## src/rtl/byte_rotator.sv

```systemverilog
module byte_rotator #(
  parameter int W       = 8,
  parameter bit REG_OUT = 1'b1
) (
  input  logic         clk,
  input  logic         rst_n,
  input  logic [3:0]   op_sel,
  input  logic [W-1:0] operand,
  input  logic [W-1:0] mem_in,
  input  logic [7:0]   flags_in,
  output logic [W-1:0] result,
  output logic [W-1:0] mem_out,
  output logic [7:0]   flags_out
);

  localparam int H = W / 2;
  localparam int FS = 7, FZ = 6, FX5 = 5, FH = 4, FX3 = 3, FP = 2, FN = 1, FC = 0;

  localparam logic [3:0] OP_ROL8 = 4'd0,  OP_ROR8 = 4'd1,  OP_ROL9 = 4'd2,  OP_ROR9 = 4'd3;
  localparam logic [3:0] OP_SHL0 = 4'd4,  OP_SHRA = 4'd5,  OP_SHL1 = 4'd6,  OP_SHRL = 4'd7;
  localparam logic [3:0] OP_AROL8 = 4'd8, OP_AROR8 = 4'd9, OP_AROL9 = 4'd10, OP_AROR9 = 4'd11;
  localparam logic [3:0] OP_NIBL = 4'd12, OP_NIBR = 4'd13;

  logic [W-1:0] r_n, m_n;
  logic         spill;
  logic [7:0]   f_n;
  logic         cin;

  assign cin = flags_in[FC];

  always_comb begin
    r_n   = operand;
    m_n   = mem_in;
    spill = cin;
    case (op_sel)
      OP_ROL8, OP_AROL8: begin r_n = {operand[W-2:0], operand[W-1]}; spill = operand[W-1]; end
      OP_ROR8, OP_AROR8: begin r_n = {operand[0], operand[W-1:1]};   spill = operand[0];   end
      OP_ROL9, OP_AROL9: begin r_n = {operand[W-2:0], cin};          spill = operand[W-1]; end
      OP_ROR9, OP_AROR9: begin r_n = {cin, operand[W-1:1]};          spill = operand[0];   end
      OP_SHL0: begin r_n = {operand[W-2:0], 1'b0};         spill = operand[W-1]; end
      OP_SHL1: begin r_n = {operand[W-2:0], 1'b1};         spill = operand[W-1]; end
      OP_SHRA: begin r_n = {operand[W-1], operand[W-1:1]}; spill = operand[0];   end
      OP_SHRL: begin r_n = {1'b0, operand[W-1:1]};         spill = operand[0];   end
      OP_NIBL: begin
        r_n = {operand[W-1:H], mem_in[W-1:H]};
        m_n = {mem_in[H-1:0], operand[H-1:0]};
      end
      OP_NIBR: begin
        r_n = {operand[W-1:H], mem_in[H-1:0]};
        m_n = {operand[H-1:0], mem_in[W-1:H]};
      end
      default: ;
    endcase
  end

  always_comb begin
    f_n = flags_in;
    if (op_sel <= OP_SHRL || op_sel == OP_NIBL || op_sel == OP_NIBR) begin
      f_n      = 8'h00;
      f_n[FS]  = r_n[W-1];
      f_n[FZ]  = (r_n == '0);
      f_n[FP]  = ~^r_n;
      f_n[FC]  = spill;
    end else if (op_sel <= OP_AROR9) begin
      f_n[FC] = spill;
      f_n[FH] = 1'b0;
      f_n[FN] = 1'b0;
    end
  end

  generate
    if (REG_OUT) begin : g_reg
      always_ff @(posedge clk) begin
        if (!rst_n) begin
          result    <= '0;
          mem_out   <= '0;
          flags_out <= '0;
        end else begin
          result    <= r_n;
          mem_out   <= m_n;
          flags_out <= f_n;
        end
      end
    end else begin : g_comb
      assign result    = r_n;
      assign mem_out   = m_n;
      assign flags_out = f_n;
    end
  endgenerate

  // Observation copy of the inputs aligned with the outputs, for the checks below
  logic [3:0]   o_op;
  logic [W-1:0] o_a, o_m;
  logic [7:0]   o_f;
  logic         o_ok;

  generate
    if (REG_OUT) begin : g_obs_reg
      always_ff @(posedge clk) begin
        if (!rst_n) begin
          o_op <= '0; o_a <= '0; o_m <= '0; o_f <= '0; o_ok <= 1'b0;
        end else begin
          o_op <= op_sel; o_a <= operand; o_m <= mem_in; o_f <= flags_in; o_ok <= 1'b1;
        end
      end
    end else begin : g_obs_comb
      assign o_op = op_sel;
      assign o_a  = operand;
      assign o_m  = mem_in;
      assign o_f  = flags_in;
      assign o_ok = 1'b1;
    end
  endgenerate

  assert_circ_reentry_R1: assert property (@(posedge clk) disable iff (!rst_n)
    (o_ok && o_op == OP_ROL8) |-> (result[0] == flags_out[FC] && flags_out[FC] == o_a[W-1]));
  assert_thru_carry_R2: assert property (@(posedge clk) disable iff (!rst_n)
    (o_ok && o_op == OP_ROL9) |-> (result[0] == o_f[FC] && flags_out[FC] == o_a[W-1]));
  assert_fill_one_R3: assert property (@(posedge clk) disable iff (!rst_n)
    (o_ok && o_op == OP_SHL1) |-> (result[0] && flags_out[FC] == o_a[W-1]));
  assert_sign_keep_R4: assert property (@(posedge clk) disable iff (!rst_n)
    (o_ok && o_op == OP_SHRA) |-> (result[W-1] == o_a[W-1] && flags_out[FC] == o_a[0]));
  assert_full_clears_R5: assert property (@(posedge clk) disable iff (!rst_n)
    (o_ok && o_op <= OP_SHRL) |-> (flags_out[FH] == 1'b0 && flags_out[FN] == 1'b0 && flags_out[FX5] == 1'b0 && flags_out[FX3] == 1'b0));
  assert_partial_keeps_R6: assert property (@(posedge clk) disable iff (!rst_n)
    (o_ok && o_op >= OP_AROL8 && o_op <= OP_AROR9) |->
      (flags_out[FS] == o_f[FS] && flags_out[FZ] == o_f[FZ] && flags_out[FP] == o_f[FP] &&
       flags_out[FX5] == o_f[FX5] && flags_out[FX3] == o_f[FX3] && !flags_out[FH] && !flags_out[FN]));
  assert_nib_keep_R9: assert property (@(posedge clk) disable iff (!rst_n)
    (o_ok && (o_op == OP_NIBL || o_op == OP_NIBR)) |->
      (flags_out[FC] == o_f[FC] && result[W-1:H] == o_a[W-1:H]));
  assert_mem_untouched_R10: assert property (@(posedge clk) disable iff (!rst_n)
    (o_ok && o_op != OP_NIBL && o_op != OP_NIBR) |-> (mem_out == o_m));

endmodule

```

## config.mk

```make
export PLATFORM = sky130hd
export DESIGN_NAME = byte_rotator
export DESIGN_NICKNAME = d
export VERILOG_FILES = /design/src/rtl/byte_rotator.sv
export SDC_FILE = /design/constraint.sdc
export NUM_CORES = 1
export LEC_CHECK = 0
export BUFFER_PORTS_ARGS = -buffer_cell sky130_fd_sc_hd__buf_2
export CORE_MARGIN = 8
export CORE_UTILIZATION = 45
export CTS_BUF_LIST = sky130_fd_sc_hd__clkbuf_8
export CTS_CLUSTER_SIZE = 30
export DETAILED_ROUTE_END_ITERATION = 10
export HOLD_SLACK_MARGIN = 0.03
export PLACE_DENSITY = 0.82
export SETUP_SLACK_MARGIN = 0.1
export SYNTH_ARGS = -nofsm -noshare
export SYNTH_HDL_FRONTEND = slang
export SYNTH_SLANG_ARGS = --single-unit
```

## constraint.sdc

```tcl
create_clock -name clk -period 1.7 [get_ports clk]
set_input_delay 0.085 -clock clk [delete_from_list [all_inputs] [get_ports clk]]
set_output_delay 0.085 -clock clk [all_outputs]
set_load 0.01 [all_outputs]
```

==> results of run 1 <==
-- state kept, by name (all words and copies together) (netlist names) --
name       count
flags_out      8
mem_out        8
result         8
-- report_power, final --
part | switching, W | internal [W] | leakage (nW) | total (W)
Sequential | 0.00000938 | 0.000604 | 0.199 | 0.000613
Combinational | 0.000194 | 0.000203 | 0.688 | 0.000397
Clock | 0.000191 | 0.000315 | 0.0357 | 0.000506
-- repair_timing --
item,in CTS,in global routing
endpoints found under the hold margin,0,2
gates resized for setup,0,5
hold buffers,0,2
endpoints found under the setup margin,0,1
-- cell type report --
class / instances / area share (%)
clock inverters: 1 / 1.651
flip-flops and latches: 24 / 26.41
clock buffers: 3 / 2.270
repair buffers: 71 / 23.11
well taps: 33 / 2.270
multi-input cells: 96 / 43.12
inverters: 5 / 1.169
-- synthesized netlist by cell type, drive strengths merged (2+ instances only) --
master  count
a211oi      8
a21oi       2
a31oi       2
and3        3
buf        10
dfxtp      24
ha          4
inv         5
mux2        9
mux2i      17
nand2       4
nand3       3
nor2       12
nor2b       2
nor3        3
o211a       3
o21ai       5
o31ai       3
xnor2       2
-- worst paths after layout --
path	startpoint	end	slack (ns)	cells after the start
max	op_sel[0]	flags_out[2]$_SDFF_PN0_	0.17	8
min	flags_in[3]	flags_out[3]$_SDFF_PP0_	0.04	2
-- cell families after synthesis --
| group | after synthesis | share of synthesized area [%] |
|---|---|---|
| multiplexers | 26 | 21.08 |
| XOR/XNOR | 3 | 1.959 |
| AO/OA/AOI/OAI | 29 | 15.67 |
| adder cells (fa/ha/maj) | 4 | 3.731 |
| flip-flops | 24 | 35.82 |
| buffers and inverters | 16 | 8.302 |
| AND/OR/NAND/NOR | 34 | 13.43 |
-- stage by stage --
step | total power (W) | setup TNS [ns]
after CTS | 0.001522 | 0
after floorplan | 0.0008697 | 0
final | 0.001516 | 0
after global placement | 0.001009 | -0.1163
after global routing | 0.001597 | 0
after detailed placement | 0.001015 | -0.1403
-- routing by layer --
metal | up-vias | share of wire (%)
li1 | 626 | -
met1 | 552 | 44
met2 | 26 | 49
met3 | 5 | 5.2
met4 | 0 | 1.6
met5 | - | 0
==> summary.txt, run 1 <==
Run status
  – Status: finished, final reports clean

Clocking
  – Maximum root-to-sink buffer count: 2
  – Setup Fix Bufs, Post-CTS: 0
  – Total CTS buffers: 3
  – Clk slew on worst S/H paths: 0.09 ns
  – CTS Root Cell: clkbuf_8
  – Clk sinks: 24
  – TritonCTS clock tree: done
  – # H-tree levels: 1

Finish
  – Multi-input logic area: 784.5 um^2
  – Register area: 480.5 um^2
  – Most frequent cells in the layout: 52 x buf_2, 24 x dfxtp_1, 15 x mux2i_1, 15 x buf_4, 12 x nor2_1
  – # diodes: 0
  – Commonest non-fill, non-tap cell in the layout: buf_2
  – Final instance area: 0.001819 mm^2
  – Filler Cell Count: 258
  – Final Non-Filler Cells: 233
  – Share of cells above drive strength 1: 46.50%
  – Core Util, Final: 61.61%
  – Area Growth Syn to Fin: 35.63%
  – Fin nets: 235

Yosys
  – Post-synth design cell area: 0.001341 mm^2
  – Main flop type after synthesis: dfxtp_1
  – Distinct cells, synth: 40
  – Number of synthesized flops with an enable pin: 0
  – Register area share after synthesis: 35.82%
  – Number of synthesized register bits: 24
  – Top cells by area, synth: dfxtp_1 36%, mux2i_1 13%, mux2_2 5.0%, a211oi_1 4.5%, ha_1 3.7%
  – Mean post-synth cell area: 9.862 um^2
  – Cells after Synth: 136
  – Synth Warn #: 0
  – Yosys top cell by area: dfxtp_1
  – Syn_nets: 170
  – Top cell type's share of synthesized area: 35.82%
  – FFs w/ async S/R, synth: 0%

Global route
  – First-pass GRT wire length: 5678 um
  – Antenna violations before repair: 0
  – GRT met3 Usage: 4.379%
  – Routing usage on met1: 15.51%
  – Busiest grt layer: met2
  – Total GRT Usage: 14.09%
  – GR Util met2: 23.92%
  – Largest net degree at the start of global routing: 17
  – Number of global-route vias before repair: 1,226
  – Overflow after GRT: 0

Placed design
  – Dpl cell area: 0.001712 mm^2
  – Global placer's final weighted congestion: 0.8718
  – Cell Count Post-Placement: 227
  – Place WS: -0.1403 ns
  – DP Wirelength: 2670 um
  – Port Buffer Count: 53

Floorplanning
  – Initial Utilization: 45.42%
  – Die Area: 0.004984 mm^2
  – Chip height: 70.60 um
  – CORE AREA: 0.002953 mm^2
  – Die Width: 70.60 um
  – I/O pin count: 54
  – FP Rows: 20

Routing
  – DRT Pass-1 Iters: 4
  – Routed WL per cell: 15.16 um
  – Final ANT Viol Nets: 0
  – Number of remaining DRC errors: 0
  – Final WL: 3532 um
  – DR vias: 1,209
  – DR vias/cell: 5.189
  – Drt initial violations: 30

STA
  – RSZ-0062 raised after global routing: false
  – Hold Vio Cnt, Final: 0
  – Final worst path period share: 90.28%
  – Slew @ Worst Pin: 0.5592 ns
  – Max-slew headroom: 62.72%
  – Number of setup violations in the final report: 0
  – F_max: 651.6 MHz
  – Fin Hold WS: 0.04074 ns
  – Worst setup margin: 0.1653 ns
  – Final Max Tran Viols: 0
  – Tmin final: 1.535 ns

Critical path
  – Critical path class: primary input to flop
  – CP Cell Sequence: clkbuf_4 > buf_12 > mux2_2 > mux2i_2 > ha_4 > xnor2_1 > xnor2_1 > o31ai_1
  – Max incr delay on CP: 0.35 ns
  – CP max stage cell: mux2_2
  – WP data arrival: 1.68 ns
  – Critical Path Start Type: primary input
  – Kind of cell adding the most delay to the critical path: multiplexers
  – Cell mode on critical path: xnor2_1
  – CP Max Fanout: 12
  – CP Buf/Inv Count: 2
  – Worst setup EP type: flop
  – Critical Path RT: 1.85 ns

Power
  – Pwr Density: 833.4 mW/mm^2
  – Pleak: 0.9225 nW
  – Maximum VDD drop: 0.3552 mV

Min path
  – Min-Delay Path Class: primary input to flop

Job
  – # Max-Cap Violations: 0
Power figures use the tool's default switching activity.
==> run 2: changes to the inputs <==
--- a/config.mk
+++ b/config.mk
@@ -13,6 +13,7 @@
 export DETAILED_ROUTE_END_ITERATION = 10
 export HOLD_SLACK_MARGIN = 0.03
 export PLACE_DENSITY = 0.82
+export REMOVE_ABC_BUFFERS = 1
 export SETUP_SLACK_MARGIN = 0.1
 export SYNTH_ARGS = -nofsm -noshare
 export SYNTH_HDL_FRONTEND = slang
==> constraint.sdc (replaced) <==
create_clock -name clk -period 1.7 [get_ports clk]
set_input_delay 0.085 -clock clk [delete_from_list [all_inputs] [get_ports clk]]
set_output_delay 0.085 -clock clk [all_outputs]
set_load 0.02 [all_outputs]
==> summary.txt, run 2 (synthesis gave the netlist of run 1 again) <==
STA
  – Final worst path period share: 89.95%
  – Final Max Tran Viols: 0
  – Tmin final: 1.529 ns
  – Setup TNS: 0 ns
  – Worst setup margin: 0.1709 ns
  – Number of setup violations in the final report: 0
  – RSZ-0062 raised after global routing: true
  – Slew @ Worst Pin: 0.5461 ns
  – F_max: 654.0 MHz
  – Hold Vio Cnt, Final: 0
  – Max-slew headroom: 63.56%

Global route
  – Total GRT Usage: 14.50%
  – Largest net degree at the start of global routing: 17
  – First-pass GRT wire length: 5968 um
  – Overflow after GRT: 0
  – Number of global-route vias before repair: 1,355
  – Antenna violations before repair: 0

Floorplanning
  – Die Area: 0.004984 mm^2
  – Initial Utilization: 45.42%
  – CORE AREA: 0.002953 mm^2
  – I/O pin count: 54
  – Die Width: 70.60 um
  – FP Rows: 20
  – Chip height: 70.60 um

Clocking
  – Clk sinks: 24
  – Clk slew on worst S/H paths: 0.08 ns
  – # H-tree levels: 1
  – Maximum root-to-sink buffer count: 2
  – CTS Root Cell: clkbuf_8
  – Total CTS buffers: 3
  – TritonCTS clock tree: done

Run status
  – Status: finished, final reports clean

Placed design
  – Place WS: -0.2087 ns
  – DP Wirelength: 2797 um
  – Global placer's final weighted congestion: 0.8189
  – Cell Count Post-Placement: 237
  – Port Buffer Count: 53
  – Dpl cell area: 0.001753 mm^2

Finish
  – Area Growth Syn to Fin: 42.72%
  – Top Registers: flags_out (8), mem_out (8), result (8)
  – Final instance area: 0.001914 mm^2
  – Fin nets: 245
  – Share of cells above drive strength 1: 50.48%
  – Core Util, Final: 64.83%
  – Commonest non-fill, non-tap cell in the layout: buf_2
  – Final Non-Filler Cells: 243
  – # diodes: 0
  – Most frequent cells in the layout: 51 x buf_2, 25 x buf_4, 24 x dfxtp_1

Routing
  – Final ANT Viol Nets: 0
  – Number of remaining DRC errors: 0
  – DR vias: 1,298
  – Drt initial violations: 83
  – Routed WL per cell: 16.08 um
  – DRT Pass-1 Iters: 4
  – DR vias/cell: 5.342
  – Final WL: 3907 um

Critical path
  – Critical path class: primary input to flop
  – Worst setup EP type: flop
  – Critical Path RT: 1.89 ns
  – CP Max Fanout: 7
  – WP data arrival: 1.72 ns
  – Critical Path Start Type: primary input

Job
  – # Max-Cap Violations: 0

Power
  – Maximum VDD drop: 0.3705 mV
  – Pleak: 0.9940 nW
  – Pwr Density: 790.1 mW/mm^2

Min path
  – Min-Delay Path Class: primary input to flop
-- run 2: cell count changes in the layout (fill, tap and decap cells not counted), moves of 2 or more --
cell / change
buf_4: +10
mux2i_2: -2
buf_8: +2
xnor2_1: -2
xnor2_2: +2
mux2i_1: +2
-- run 2: what timing repair did --
| action | in CTS | in global routing |
|---|---|---|
| endpoints found under the setup margin | 1 | 1 |
| pin swaps | 0 | 5 |
| gates resized for setup | 2 | 19 |
| buffers inserted | 0 | 1 |
| hold buffers | 1 | 0 |
| endpoints found under the hold margin | 1 | 0 |
-- run 2: final cells by class --
| class | count | area (um^2) |
|---|---|---|
| Sequential cell | 24 | 480.5 |
| Tap cell | 33 | 41.29 |
| Multi-Input combinational cell | 96 | 814.5 |
| Timing Repair Buffer | 81 | 501.7 |
| Fill cell | 244 | 1039 |
| Clock buffer | 4 | 55.05 |
| Inverter | 5 | 21.27 |
-- run 2: worst max-delay path, cell delays in order --
cell and delay (ns):
buf_8 0.12, mux2_4 0.30, mux2_4 0.30, o21ai_4 0.17, ha_4 0.23, xor2_2 0.18, xnor2_2 0.14, o31ai_2 0.20
-- run 2: final timing paths --
| kind | start | cells past startpoint | slack [ns] | to |
|---|---|---|---|---|
| max | op_sel[0] | 8 | 0.17 | flags_out[2]$_SDFF_PN0_ |
| min | flags_in[5] | 2 | 0.04 | flags_out[5]$_SDFF_PP0_ |
-- run 2: report_power, final --
group          switching (W)  internal, W  leakage (nW)
clock               0.000190     0.000207        0.0288
combinational       0.000258     0.000245         0.766
sequential        0.00000875     0.000604         0.199
total               0.000456      0.00106         0.994
-- run 2: per-stage QoR --
| step | total power [W] | hold slack (ns) |
|---|---|---|
| 4_1_cts | 0.001448 | 0.03425 |
| 3_3_place_gp | 0.001037 | 0.3096 |
| 6_report | 0.001513 | 0.03742 |
| 2_1_floorplan | 0.0008557 | 0.2022 |
| 5_1_grt | 0.001582 | 0.04536 |
| 3_5_place_dp | 0.001049 | 0.3135 |
-- run 2: layer usage --
metal | routed length (um) | global-route usage [%] | share of wire [%] | vias up
met5 | 0 | 0 | 0 | -
met2 | 1975 | 25.46 | 51 | 38
li1 | - | - | - | 647
met4 | 82 | 8.545 | 2.1 | 0
met3 | 209 | 3.249 | 5.3 | 8
met1 | 1640 | 15.53 | 42 | 605
==> run 3: changes to the inputs <==
--- a/config.mk
+++ b/config.mk
@@ -12,7 +12,7 @@
 export CTS_CLUSTER_SIZE = 30
 export DETAILED_ROUTE_END_ITERATION = 10
 export HOLD_SLACK_MARGIN = 0.03
-export PLACE_DENSITY = 0.82
+export PLACE_DENSITY = 0.79
 export REMOVE_ABC_BUFFERS = 1
 export SETUP_SLACK_MARGIN = 0.1
 export SYNTH_ARGS = -nofsm -noshare
==> constraint.sdc (replaced) <==
create_clock -name clk -period 1.9 [get_ports clk]
set_input_delay 0.095 -clock clk [delete_from_list [all_inputs] [get_ports clk]]
set_output_delay 0.095 -clock clk [all_outputs]
set_load 0.02 [all_outputs]
==> summary.txt, run 3 (synthesis gave the netlist of run 1 again) <==
STA
  – Final worst path period share: 87.01%
  – Hold Vio Cnt, Final: 0
  – Slew @ Worst Pin: 0.5226 ns
  – Setup TNS: 0 ns
  – Final Max Tran Viols: 0
  – Number of setup violations in the final report: 0
  – F_max: 604.9 MHz
  – Tmin final: 1.653 ns
  – Max-slew headroom: 65.16%
  – RSZ-0062 raised after global routing: false

Global route
  – Total GRT Usage: 13.62%
  – Overflow after GRT: 0
  – Antenna violations before repair: 0
  – First-pass GRT wire length: 5561 um
  – Largest net degree at the start of global routing: 17
  – Number of global-route vias before repair: 1,218

Power
  – Pleak: 0.8592 nW
  – Maximum VDD drop: 0.3368 mV
  – Pwr Density: 715.8 mW/mm^2

Placed design
  – DP Wirelength: 2538 um
  – Port Buffer Count: 53
  – Global placer's final weighted congestion: 0.8072

Routing
  – Drt initial violations: 78
  – Final WL: 3270 um
  – DR vias/cell: 5.398
  – DRT Pass-1 Iters: 4
  – Routed WL per cell: 14.80 um
  – DR vias: 1,193
  – Number of remaining DRC errors: 0
  – Final ANT Viol Nets: 0

Clocking
  – Total CTS buffers: 3
  – Setup Fix Bufs, Post-CTS: 0
  – Hold buffer count at cts: 0
  – CTS Root Cell: clkbuf_8
  – TritonCTS clock tree: done
  – Clk sinks: 24
  – # H-tree levels: 1
  – Maximum root-to-sink buffer count: 2
  – Clk slew on worst S/H paths: 0.08 ns

Min path
  – Min-Delay Path Class: primary input to flop
  – WHS Path Cells: 3

Floorplanning
  – FP Rows: 20
  – Die Area: 0.004984 mm^2
  – CORE AREA: 0.002953 mm^2
  – Initial Utilization: 45.42%
  – Die Width: 70.60 um
  – Chip height: 70.60 um
  – I/O pin count: 54

Critical path
  – Worst setup EP type: flop
  – WP data arrival: 1.83 ns
  – CP Max Fanout: 12
  – Critical Path RT: 2.08 ns
  – Critical Path Start Type: primary input
  – Critical path class: primary input to flop

Run status
  – Status: finished, final reports clean

Finish
  – # diodes: 0
  – Area Growth Syn to Fin: 24.07%
  – Commonest non-fill, non-tap cell in the layout: buf_2
  – Filler Cell Count: 265
  – Fin nets: 224
  – Top Registers: flags_out (8), mem_out (8), result (8)
  – Core Util, Final: 56.36%
  – Share of cells above drive strength 1: 40.96%
  – Most frequent cells in the layout: 53 x buf_2, 24 x dfxtp_1, 17 x mux2i_1

Job
  – # Max-Cap Violations: 0
[run 3: cell types whose count changed in the layout (fill, tap and decap cells not counted), moves of 2 or more]
cell / change
buf_4: -19
xnor2_2: -2
buf_8: -2
buf_2: +2
xnor2_1: +2
[run 3: layer usage]
metal	track usage (%)	wire length (um)	vias to the layer above	part of all wire, %
li1	-	-	599	-
met4	7.390	89	0	2.7
met1	15.44	1328	543	41
met3	4.802	283	8	8.7
met2	21.86	1567	43	48
met5	0	0	-	0
[run 3: power breakdown]
group	internal, W	total, W	switching (W)
clock network	0.000142	0.000295	0.000153
logic	0.000156	0.000349	0.000193
registers	0.000540	0.000548	0.00000760
[run 3: final timing paths]
kind	from	endpoint	slack, ns
setup / recovery	op_sel[0]	flags_out[2]$_SDFF_PN0_	0.25
hold / removal	flags_in[1]	flags_out[1]$_SDFF_PP0_	0.04
[run 3: repair_timing]
| item | 4_1_cts | 5_1_grt |
|---|---|---|
| resized for setup | 0 | 2 |
| endpoints found under the hold margin | 0 | 0 |
| endpoints found under the setup margin | 0 | 1 |
[run 3: cell type report]
type,count,area (um^2),share of cell area (%)
Clock buffer,3,41.29,2.481
Sequential cell,24,480.5,28.87
Timing Repair Buffer,60,330.3,19.85
Tap cell,33,41.29,2.481
Multi-Input combinational cell,96,749.5,45.04
Inverter,5,21.27,1.278
[run 3: per-stage QoR]
stage	hold slack, ns	std cells	instance area [um^2]	setup WS [ns]	power (W)
3_5_place_dp	0.3238	218	1623	-0.06433	0.0009059
6_report	0.04147	221	1664	0.2468	0.001191
4_1_cts	0.04023	221	1664	0.1948	0.001202
2_1_floorplan	0.2122	125	1251	0.3393	0.0007656
3_3_place_gp	0.3216	218	1623	0.007150	0.0009021
5_1_grt	0.04038	221	1664	0.1093	0.001258
[run 3: worst max-delay path, stage by stage]
cell,delay (ns)
buf_2,0.20
buf_12,0.17
inv_4,0.04
or3_4,0.38
and3_1,0.18
ha_1,0.29
xnor2_1,0.20
xnor2_1,0.08
o31ai_1,0.19
